**src/rtl/uerr_pkg.sv**
```systemverilog
package uerr_pkg;
   localparam int NERR = 3;
   localparam int E_PAR = 0;
   localparam int E_FRM = 1;
   localparam int E_OVR = 2;

   localparam int A_CTRL = 0;
   localparam int A_STAT = 1;
   localparam int A_SCLR = 2;
   localparam int A_IEN  = 3;
   localparam int A_PEND = 4;

   localparam int STAT_REN   = 0;
   localparam int SCLR_RCLR  = 0;
   localparam int SCLR_RSET  = 1;
   localparam int NIRQ       = 3;
   localparam int IEN_W      = 4;
   localparam int IEN_TXBUF  = 3;
   localparam int MIN_DATA_W = 20;

   // status bit of each error type
   function automatic int stat_pos(input int t);
      case (t)
         E_PAR:   return 16;
         E_FRM:   return 17;
         default: return 19;
      endcase
   endfunction

   // control bit enabling detection of each error type
   function automatic int ctrl_pos(input int t);
      case (t)
         E_PAR:   return 18;
         E_FRM:   return 17;
         default: return 19;
      endcase
   endfunction

   // strobe bit clearing each error type
   function automatic int clr_pos(input int t);
      case (t)
         E_PAR:   return 2;
         E_FRM:   return 3;
         default: return 5;
      endcase
   endfunction
endpackage

```
**src/rtl/uerr_cfg_regs.sv**
```systemverilog
module uerr_cfg_regs
   import uerr_pkg::*;
#(
   parameter int DATA_W = 32
) (
   input  logic              clk,
   input  logic              rst_n,
   input  logic              wr_ctrl,
   input  logic              wr_ien,
   input  logic [DATA_W-1:0] wdata,
   output logic [NERR-1:0]   det_en,
   output logic [IEN_W-1:0]  ien
);
   logic [NERR-1:0]  det_q;
   logic [IEN_W-1:0] ien_q;

   for (genvar i = 0; i < NERR; i++) begin : g_det
      always_ff @(posedge clk or negedge rst_n) begin
         if (!rst_n)       det_q[i] <= 1'b0;
         else if (wr_ctrl) det_q[i] <= wdata[ctrl_pos(i)];
      end
   end

   always_ff @(posedge clk or negedge rst_n) begin
      if (!rst_n)      ien_q <= '0;
      else if (wr_ien) ien_q <= wdata[IEN_W-1:0];
   end

   assign det_en = det_q;
   assign ien    = ien_q;
endmodule

```
**src/rtl/uerr_flags.sv**
```systemverilog
module uerr_flags
   import uerr_pkg::*;
#(
   parameter bit SET_WINS = 1'b1
) (
   input  logic            clk,
   input  logic            rst_n,
   input  logic [NERR-1:0] ev,
   input  logic [NERR-1:0] det_en,
   input  logic [NERR-1:0] clr,
   input  logic            ren_set,
   input  logic            ren_clr,
   output logic [NERR-1:0] flag,
   output logic            ren,
   output logic            err_hit
);
   logic [NERR-1:0] hit;
   logic [NERR-1:0] flag_q;
   logic            ren_q;
   logic            ren_d;

   assign hit     = ev & det_en;
   assign err_hit = |hit;

   for (genvar i = 0; i < NERR; i++) begin : g_flag
      always_ff @(posedge clk or negedge rst_n) begin
         if (!rst_n) flag_q[i] <= 1'b0;
         else        flag_q[i] <= hit[i] | (flag_q[i] & ~clr[i]);
      end
   end

   if (SET_WINS) begin : g_set_wins
      assign ren_d = ren_set | (ren_q & ~ren_clr);
   end else begin : g_clr_wins
      assign ren_d = ~ren_clr & (ren_set | ren_q);
   end

   always_ff @(posedge clk or negedge rst_n) begin
      if (!rst_n) ren_q <= 1'b0;
      else        ren_q <= ren_d;
   end

   assign flag = flag_q;
   assign ren  = ren_q;
endmodule

```
**src/rtl/uerr_irq.sv**
```systemverilog
module uerr_irq #(
   parameter int NSRC = 3
) (
   input  logic            clk,
   input  logic            rst_n,
   input  logic [NSRC-1:0] set,
   input  logic [NSRC-1:0] w1c,
   input  logic [NSRC-1:0] ien,
   output logic [NSRC-1:0] pend,
   output logic [NSRC-1:0] irq
);
   logic [NSRC-1:0] pend_q;

   for (genvar i = 0; i < NSRC; i++) begin : g_src
      always_ff @(posedge clk or negedge rst_n) begin
         if (!rst_n) pend_q[i] <= 1'b0;
         else        pend_q[i] <= set[i] | (pend_q[i] & ~w1c[i]);
      end
   end

   assign pend = pend_q;
   assign irq  = pend_q & ien;
endmodule

```
**src/rtl/uerr_status.sv**
```systemverilog
module uerr_status
   import uerr_pkg::*;
#(
   parameter int DATA_W   = 32,
   parameter int ADDR_W   = 3,
   parameter int BYTE_W   = 8,
   parameter bit SET_WINS = 1'b1
) (
   input  logic              clk,
   input  logic              rst_n,
   input  logic              wr_en,
   input  logic [ADDR_W-1:0] wr_addr,
   input  logic [DATA_W-1:0] wr_data,
   input  logic [ADDR_W-1:0] rd_addr,
   output logic [DATA_W-1:0] rd_data,
   input  logic              err_par_i,
   input  logic              err_frm_i,
   input  logic              err_ovr_i,
   input  logic              rx_valid_i,
   input  logic [BYTE_W-1:0] rx_byte_i,
   input  logic              tx_done_i,
   input  logic              txbuf_free_i,
   output logic              rx_keep_o,
   output logic [BYTE_W-1:0] rx_byte_o,
   output logic              irq_tx_o,
   output logic              irq_rx_o,
   output logic              irq_err_o,
   output logic              irq_txbuf_o
);
   localparam int NREG = A_PEND + 1;

   if (DATA_W < MIN_DATA_W) begin : g_bad_data_w
      $error("uerr_status: DATA_W too small for status fields");
   end
   if ((1 << ADDR_W) < NREG) begin : g_bad_addr_w
      $error("uerr_status: ADDR_W cannot reach all registers");
   end
   if (BYTE_W < 5 || BYTE_W > 9) begin : g_bad_byte_w
      $error("uerr_status: BYTE_W out of range");
   end

   logic            wr_ctrl, wr_ien, wr_sclr, wr_pend;
   logic [NERR-1:0] det_en;
   logic [IEN_W-1:0] ien;
   logic [NERR-1:0] ev;
   logic [NERR-1:0] clr;
   logic [NERR-1:0] flag;
   logic            ren;
   logic            err_hit;
   logic            rx_take;
   logic [NIRQ-1:0] pend;
   logic [NIRQ-1:0] irq;
   logic [NIRQ-1:0] pend_set;
   logic [NIRQ-1:0] pend_w1c;
   logic            keep_q;
   logic [BYTE_W-1:0] byte_q;

   assign wr_ctrl = wr_en && (wr_addr == ADDR_W'(A_CTRL));
   assign wr_ien  = wr_en && (wr_addr == ADDR_W'(A_IEN));
   assign wr_sclr = wr_en && (wr_addr == ADDR_W'(A_SCLR));
   assign wr_pend = wr_en && (wr_addr == ADDR_W'(A_PEND));

   assign ev[E_PAR] = err_par_i;
   assign ev[E_FRM] = err_frm_i;
   assign ev[E_OVR] = err_ovr_i;

   for (genvar i = 0; i < NERR; i++) begin : g_clr
      assign clr[i] = wr_sclr & wr_data[clr_pos(i)];
   end

   uerr_cfg_regs #(.DATA_W(DATA_W)) u_cfg (
      .clk     (clk),
      .rst_n   (rst_n),
      .wr_ctrl (wr_ctrl),
      .wr_ien  (wr_ien),
      .wdata   (wr_data),
      .det_en  (det_en),
      .ien     (ien)
   );

   uerr_flags #(.SET_WINS(SET_WINS)) u_flags (
      .clk     (clk),
      .rst_n   (rst_n),
      .ev      (ev),
      .det_en  (det_en),
      .clr     (clr),
      .ren_set (wr_sclr & wr_data[SCLR_RSET]),
      .ren_clr (wr_sclr & wr_data[SCLR_RCLR]),
      .flag    (flag),
      .ren     (ren),
      .err_hit (err_hit)
   );

   assign rx_take  = rx_valid_i & ren;
   assign pend_set = {err_hit, rx_take, tx_done_i};
   assign pend_w1c = wr_pend ? wr_data[NIRQ-1:0] : '0;

   uerr_irq #(.NSRC(NIRQ)) u_irq (
      .clk   (clk),
      .rst_n (rst_n),
      .set   (pend_set),
      .w1c   (pend_w1c),
      .ien   (ien[NIRQ-1:0]),
      .pend  (pend),
      .irq   (irq)
   );

   always_ff @(posedge clk or negedge rst_n) begin
      if (!rst_n) begin
         keep_q <= 1'b0;
         byte_q <= '0;
      end else begin
         keep_q <= rx_take;
         if (rx_take) byte_q <= rx_byte_i;
      end
   end

   assign rx_keep_o   = keep_q;
   assign rx_byte_o   = byte_q;
   assign irq_tx_o    = irq[0];
   assign irq_rx_o    = irq[1];
   assign irq_err_o   = irq[2];
   assign irq_txbuf_o = ien[IEN_TXBUF] & txbuf_free_i;

   always_comb begin
      rd_data = '0;
      case (int'(rd_addr))
         A_CTRL: begin
            for (int i = 0; i < NERR; i++) rd_data[ctrl_pos(i)] = det_en[i];
         end
         A_STAT: begin
            rd_data[STAT_REN] = ren;
            for (int i = 0; i < NERR; i++) rd_data[stat_pos(i)] = flag[i];
         end
         A_IEN:   rd_data[IEN_W-1:0] = ien;
         A_PEND:  rd_data[NIRQ-1:0]  = pend;
         default: rd_data = '0;
      endcase
   end
endmodule

```
**config.mk**
```make
export PLATFORM = sky130hd
export DESIGN_NAME = uerr_status
export DESIGN_NICKNAME = d
export VERILOG_FILES = /design/src/rtl/uerr_pkg.sv /design/src/rtl/uerr_cfg_regs.sv /design/src/rtl/uerr_flags.sv /design/src/rtl/uerr_irq.sv /design/src/rtl/uerr_status.sv
export SDC_FILE = /design/constraint.sdc
export NUM_CORES = 1
export LEC_CHECK = 0
export BUFFER_PORTS_ARGS = -buffer_cell sky130_fd_sc_hd__buf_2
export CORE_MARGIN = 2
export CORE_UTILIZATION = 30
export CTS_BUF_LIST = sky130_fd_sc_hd__clkbuf_4
export DETAILED_ROUTE_END_ITERATION = 10
export PLACE_DENSITY = 0.69
export SYNTH_ARGS = -nofsm -noshare
export SYNTH_HDL_FRONTEND = slang
export SYNTH_SLANG_ARGS = --single-unit
```
**constraint.sdc**
```tcl
create_clock -name clk -period 1.99 [get_ports clk]
set_input_delay 0.199 -clock clk [delete_from_list [all_inputs] [get_ports clk]]
set_output_delay 0.199 -clock clk [all_outputs]
set_load 0.02 [all_outputs]
```
# Word level (Yosys, flattened, before mapping)
# Cells that the tools add are included.
dict set report totals {
  out_inout_bits 45
  inputBits 55
  ff_bits 23
  elab_cells 102
}
dict set report op_classes {
  muxes 27
  n_reduce_logical 13
  n_lt_le_gt_ge 12
  n_eq_ne 6
  bitwise_logic 31
}
# op count
set op_table {}
lappend op_table {{$ge A32 B1 Y1 const B} 6}
lappend op_table {{$lt A32 B7 Y1 const B} 6}
lappend op_table {{$mux W32} 6}
lappend op_table {{$bwmux W32} 5}
lappend op_table {{$pmux W28 S2} 1}
lappend op_table {{$and A32 B32 Y32} 1}
lappend op_table {{$demux W1 S5} 6}
lappend op_table {{$and A1 B1 Y1} 14}
lappend op_table {{$pmux W3 S4} 1}
lappend op_table {{$logic_and A1 B1 Y1} 10}
lappend op_table {{$eq A3 B2 Y1 const B} 3}
lappend op_table {{$not A1 Y1} 7}
lappend op_table {{$or A1 B1 Y1} 7}
lappend op_table {{$and A3 B3 Y3} 2}
lappend op_table {{$eq A3 B3 Y1 const B} 2}
lappend op_table {{$logic_not A3 Y1} 2}
lappend op_table {{$mux W1} 6}
lappend op_table {{$eq A3 B1 Y1 const B} 1}
lappend op_table {{$mux W3} 1}
lappend op_table {{$pmux W1 S3} 1}
lappend op_table {{$reduce_or A3 Y1} 1}

# Depth between registers and ports, before layout
dict set report depth {
  depth_word 10
  ltp_mapped 3
  ltp_nobuf 3
}

# Cells and area by module
# Synthesis repeated with hierarchy kept, for this count alone.
dict set report hier_totals {
  hier_cells 115
  area_unflattened_um2 1270.0
}
# module seq_area_each_um2 n_inst cells_per_inst area_per_inst_um2
set by_module_without_submodules {}
lappend by_module_without_submodules {uerr_status 225.2 1 73 734.5}
lappend by_module_without_submodules {uerr_cfg_regs 175.2 1 14 254.0}
lappend by_module_without_submodules {uerr_flags 100.1 1 16 153.9}
lappend by_module_without_submodules {uerr_irq 75.1 1 12 127.6}

# Worst setup path before layout
# Ideal clock, no wire load.
dict set report synth_timing {
  kind {input-to-output}
  startpoint {input rd_addr[0]}
  endpoint {output rd_data[18]}
  path_stages 2
  t_arrival_ns 1.133
  setup_slack_ns 0.658
  cell_sequence {buf_2 -> nor4b_1}
}
dict set report synth_via {
  elab_chain_cells 2
  word_cells_on_any_way 3
}
# item line
set synth_rtl {}
lappend synth_rtl {{start: declaration} uerr_status.sv:14} ;# input logic [ADDR_W-1:0] rd_addr,
lappend synth_rtl {{$eq A3 B1 Y1 / $logic_not A3 Y1 (equally long branches)} -}
lappend synth_rtl {{$pmux W28 S2 (*)} uerr_status.sv:127} ;# case (int'(rd_addr))
lappend synth_rtl {{end: declaration} uerr_status.sv:15} ;# output logic [DATA_W-1:0] rd_data,
# Every way passes the cells marked *; elsewhere a longest branch is shown, timed or not.

# Worst setup path in the final report
dict set report layout_timing {
  startpoint {register u_flags.ren_q, in the netlist u_flags.ren}
  endpoint {output rd_data[0]}
}
dict set report layout_via {
  elab_chain_cells 4
}
# item line
set layout_rtl {}
lappend layout_rtl {{start: declaration} uerr_flags.sv:19} ;# logic ren_q;
lappend layout_rtl {{start signal: assignment} uerr_flags.sv:40} ;# else ren_q <= ren_d;
lappend layout_rtl {{$bwmux W32 (3 in series)} uerr_status.sv:133} ;# for (int i = 0; i < NERR; i++) rd_data[stat_pos(i)] = flag[i];
lappend layout_rtl {{$pmux W3 S4} uerr_status.sv:127}
# No other way between the ends.

==> metrics.md <==
| Metric | Value |
|---|---|
| CP arrival | `1.41 ns` |
| Vias per cell | `4.50` |
| Worst slew margin | `65.2%` |
| Sum Neg Setup Slack | `0 ns` |
| R2R depth | `2` |
| Maximum VDD drop | `0.000598 V` |
| Inserted Diodes | `0` |
| Main combinational cell family by area after synthesis | `multiplexers` |
| Share of Yosys cell area claimed by the top area cell type | `46.9%` |
| Post-DP Area | `0.00145 mm²` |
| Die W | `68.0 µm` |
| Worst Hold End | `u_irq.pend[0]$_DFF_PN0_` |
| FF-to-FF setup slack | `0.79 ns` |
| Share of post-route cells with drive strength above 1 | `47.5%` |
| Max Cap Viol | `0` |
| Fmax | `621 MHz` |
| RePlAce Congestion | `0.688` |
| Final setup violation count | `0` |
| Synth unique cells | `20` |
| PD cells | `883 mW/mm²` |
| Crit end category | `output pin` |
| Fin cells | `208` |
| Hold Crit Depth | `2` |
| Root Driver | `clkbuf_4` |
| R2R Path End | `rx_byte_o[4]$_DFFE_PN0P_` |
| Nets | `214` |
| Area contributors post-synth | `dfrtp_1 (47%), buf_4 (15%), mux2_2 (15%)` |
| CP Class | `flop to output pin` |
| Synth Area in Simple Gates | `12.8%` |
| Slew Viols, Final | `0` |
| Yosys top cell by area | `dfrtp_1` |
| Worst clock skew | `0.000860 ns` |
| Drt drc | `0` |
| Post-Route WL | `2.53 mm` |
| Final Hold Vio Count | `0` |
| Unrepaired setup endpoints after global routing | `false` |
| Synth Area in XOR/XNOR | `0%` |
| Worst slack, placed | `0.679 ns` |
| Status | `completed` |
| Placed cell count | `203` |
| Mux share of post-synthesis cell area | `16.3%` |
| CTS tree | `yes` |
| Final Critical Period | `1.61 ns` |
| Synth Cell Area | `0.00123 mm²` |
| Pleak | `0.000758 µW` |
| Post-CTS Resized | `0` |
| Initial antenna violation count | `0` |
| Synth Area in Adders | `0%` |
| Drt wl/cell | `12.2 µm` |
| Seq cells post-synth | `23` |
| Startpoint of the worst hold path | `tx_done_i` |
| First-pass GRT wire length | `3.87 mm` |
| Commonest non-fill, non-tap cell in the layout | `buf_2` |
| Row count | `23` |
| Worst endpoint required time | `1.79 ns` |
| Total power | `1310 µW` |
| Reg2reg start | `u_flags.ren$_DFF_PN0_` |
| Vias in the first global route | `888` |
| Worst Hold Class | `input port to flop` |
| TritonCTS sink count | `23` |
| Die area | `0.00462 mm²` |
| Area grow syn2layout | `20.9%` |
| Clock latency on the worst-skew pair | `0.30 ns` |
| Total grt overflow | `0` |
| Largest net degree at the start of global routing | `24` |
| Initial DRT Pass Iterations | `5` |
| Routed Antenna Nets | `0` |
| GR Util All Layers | `11.2%` |
| Clock transition at path regs | `0.13 ns` |
| Vert. Die Dim | `68.0 µm` |
| PnR worst setup slack | `0.379 ns` |
| Syn_area_per_cell | `11.8 µm²` |
| Post-synthesis instance total | `104` |
| Max FO, Critical Path | `3` |
| Clk buf depth | `2` |
| Routed vias | `937` |
| Ys Warns | `0` |
| Worst-margin pin slew | `0.521 ns` |
| Detailed placer's ending HPWL | `2.09 mm` |
| Seq/Total Area, Yosys | `46.9%` |
| Setup crit start kind | `flop` |
| Compound-Gate Fraction of Synth Area | `7.95%` |
| H-Tree Depth | `1` |
| I/O Buffers | `51` |
| Inserted Clock Buffers | `3` |
| Final non-filler cell area | `0.00148 mm²` |
| I/O pin count | `100` |
| Most frequent cells in the layout | `buf_2 (51), conb_1 (24), dfrtp_1 (23)` |
| Starting Density | `30.9%` |
| Core area | `0.00397 mm²` |
| Tcrit/Tclk final | `81.0%` |
| 1st-iter DRT viols | `11` |
how the worst max path moves through the flow:
| stage | startpoint | to | slack, ns | cells past startpoint |
|---|---|---|---|---|
| floorplan | rd_addr[0] | rd_data[18] | 0.66 | 2 |
| global placement | rd_addr[1] | rd_data[0] | 0.68 | 4 |
| detailed placement | rd_addr[1] | rd_data[0] | 0.68 | 4 |
| CTS | u_flags.ren$_DFF_PN0_ | rd_data[0] | 0.36 | 3 |
| global route | u_flags.ren$_DFF_PN0_ | rd_data[0] | 0.32 | 3 |
| finish | u_flags.ren$_DFF_PN0_ | rd_data[0] | 0.38 | 3 |
critical path, stage by stage (launching register included):
cell	delay [ns]
dfrtp_1	0.43
mux2_2	0.27
a32o_1	0.26
buf_2	0.16
sequential cells by signal, summed over array words and instances, names as in the netlist:
name          count
rx_byte_o         8
u_flags.ren       1
u_irq.pend        3
u_flags.flag      3
rx_keep_o         1
u_cfg.ien         4
u_cfg.det_en      3
what timing repair did:
action,CTS,global route
hold buffers,1,0
hold endpoints to repair,23,0
buffers inserted,0,0
synth_stat cells:
| cell type | n |
|---|---|
| and3_1 | 1 |
| and2_1 | 5 |
| nor3_1 | 4 |
| nor4b_4 | 1 |
| a21o_1 | 2 |
| conb_1 | 1 |
| a21bo_2 | 1 |
| and4bb_2 | 2 |
| a22o_1 | 6 |
| nor4b_1 | 1 |
| inv_1 | 2 |
| dfrtp_1 | 23 |
| mux2i_1 | 2 |
| a222oi_1 | 1 |
| buf_4 | 24 |
| a32o_1 | 1 |
| buf_2 | 1 |
| nand4b_1 | 1 |
| mux2_2 | 16 |
| nand2_1 | 9 |
per-stage QoR:
step,hold WS [ns],utilization [%]
final,0.0601,37.4
after global placement,0.199,36.4
after global routing,0.0534,37.4
after CTS,0.0508,37.4
after detailed placement,0.204,36.4
after floorplan,-0.0966,-
where the power goes:
group | internal [µW] | switching (µW)
registers | 572 | 62.5
logic | 195 | 265
clock network | 75.0 | 141
cell families (layout without fill, tap and decap cells):
family | after synthesis | count (layout)
buf+inv | 27 | 58
simple gates | 24 | 24
flops | 23 | 23
other cells | 1 | 24
mux | 18 | 18
compound gates | 11 | 11
area by class of cell:
type,instances,area [µm²]
clock inverter,1,5.00
clock buffer,3,22.5
fill,421,2490
timing repair buffer,52,265
tap,50,62.6
multi-input combinational,77,546
inverter,2,7.51
sequential,23,576
routing by layer:
metal	GRT usage (%)	vias to the layer above	part of all wire [%]
met5	0	-	0
met4	4.50	0	0.63
met3	2.80	2	12
met2	18.6	59	46
met1	14.0	447	41
li1	-	429	-
No activity file was read; power rests on OpenSTA's default activity.
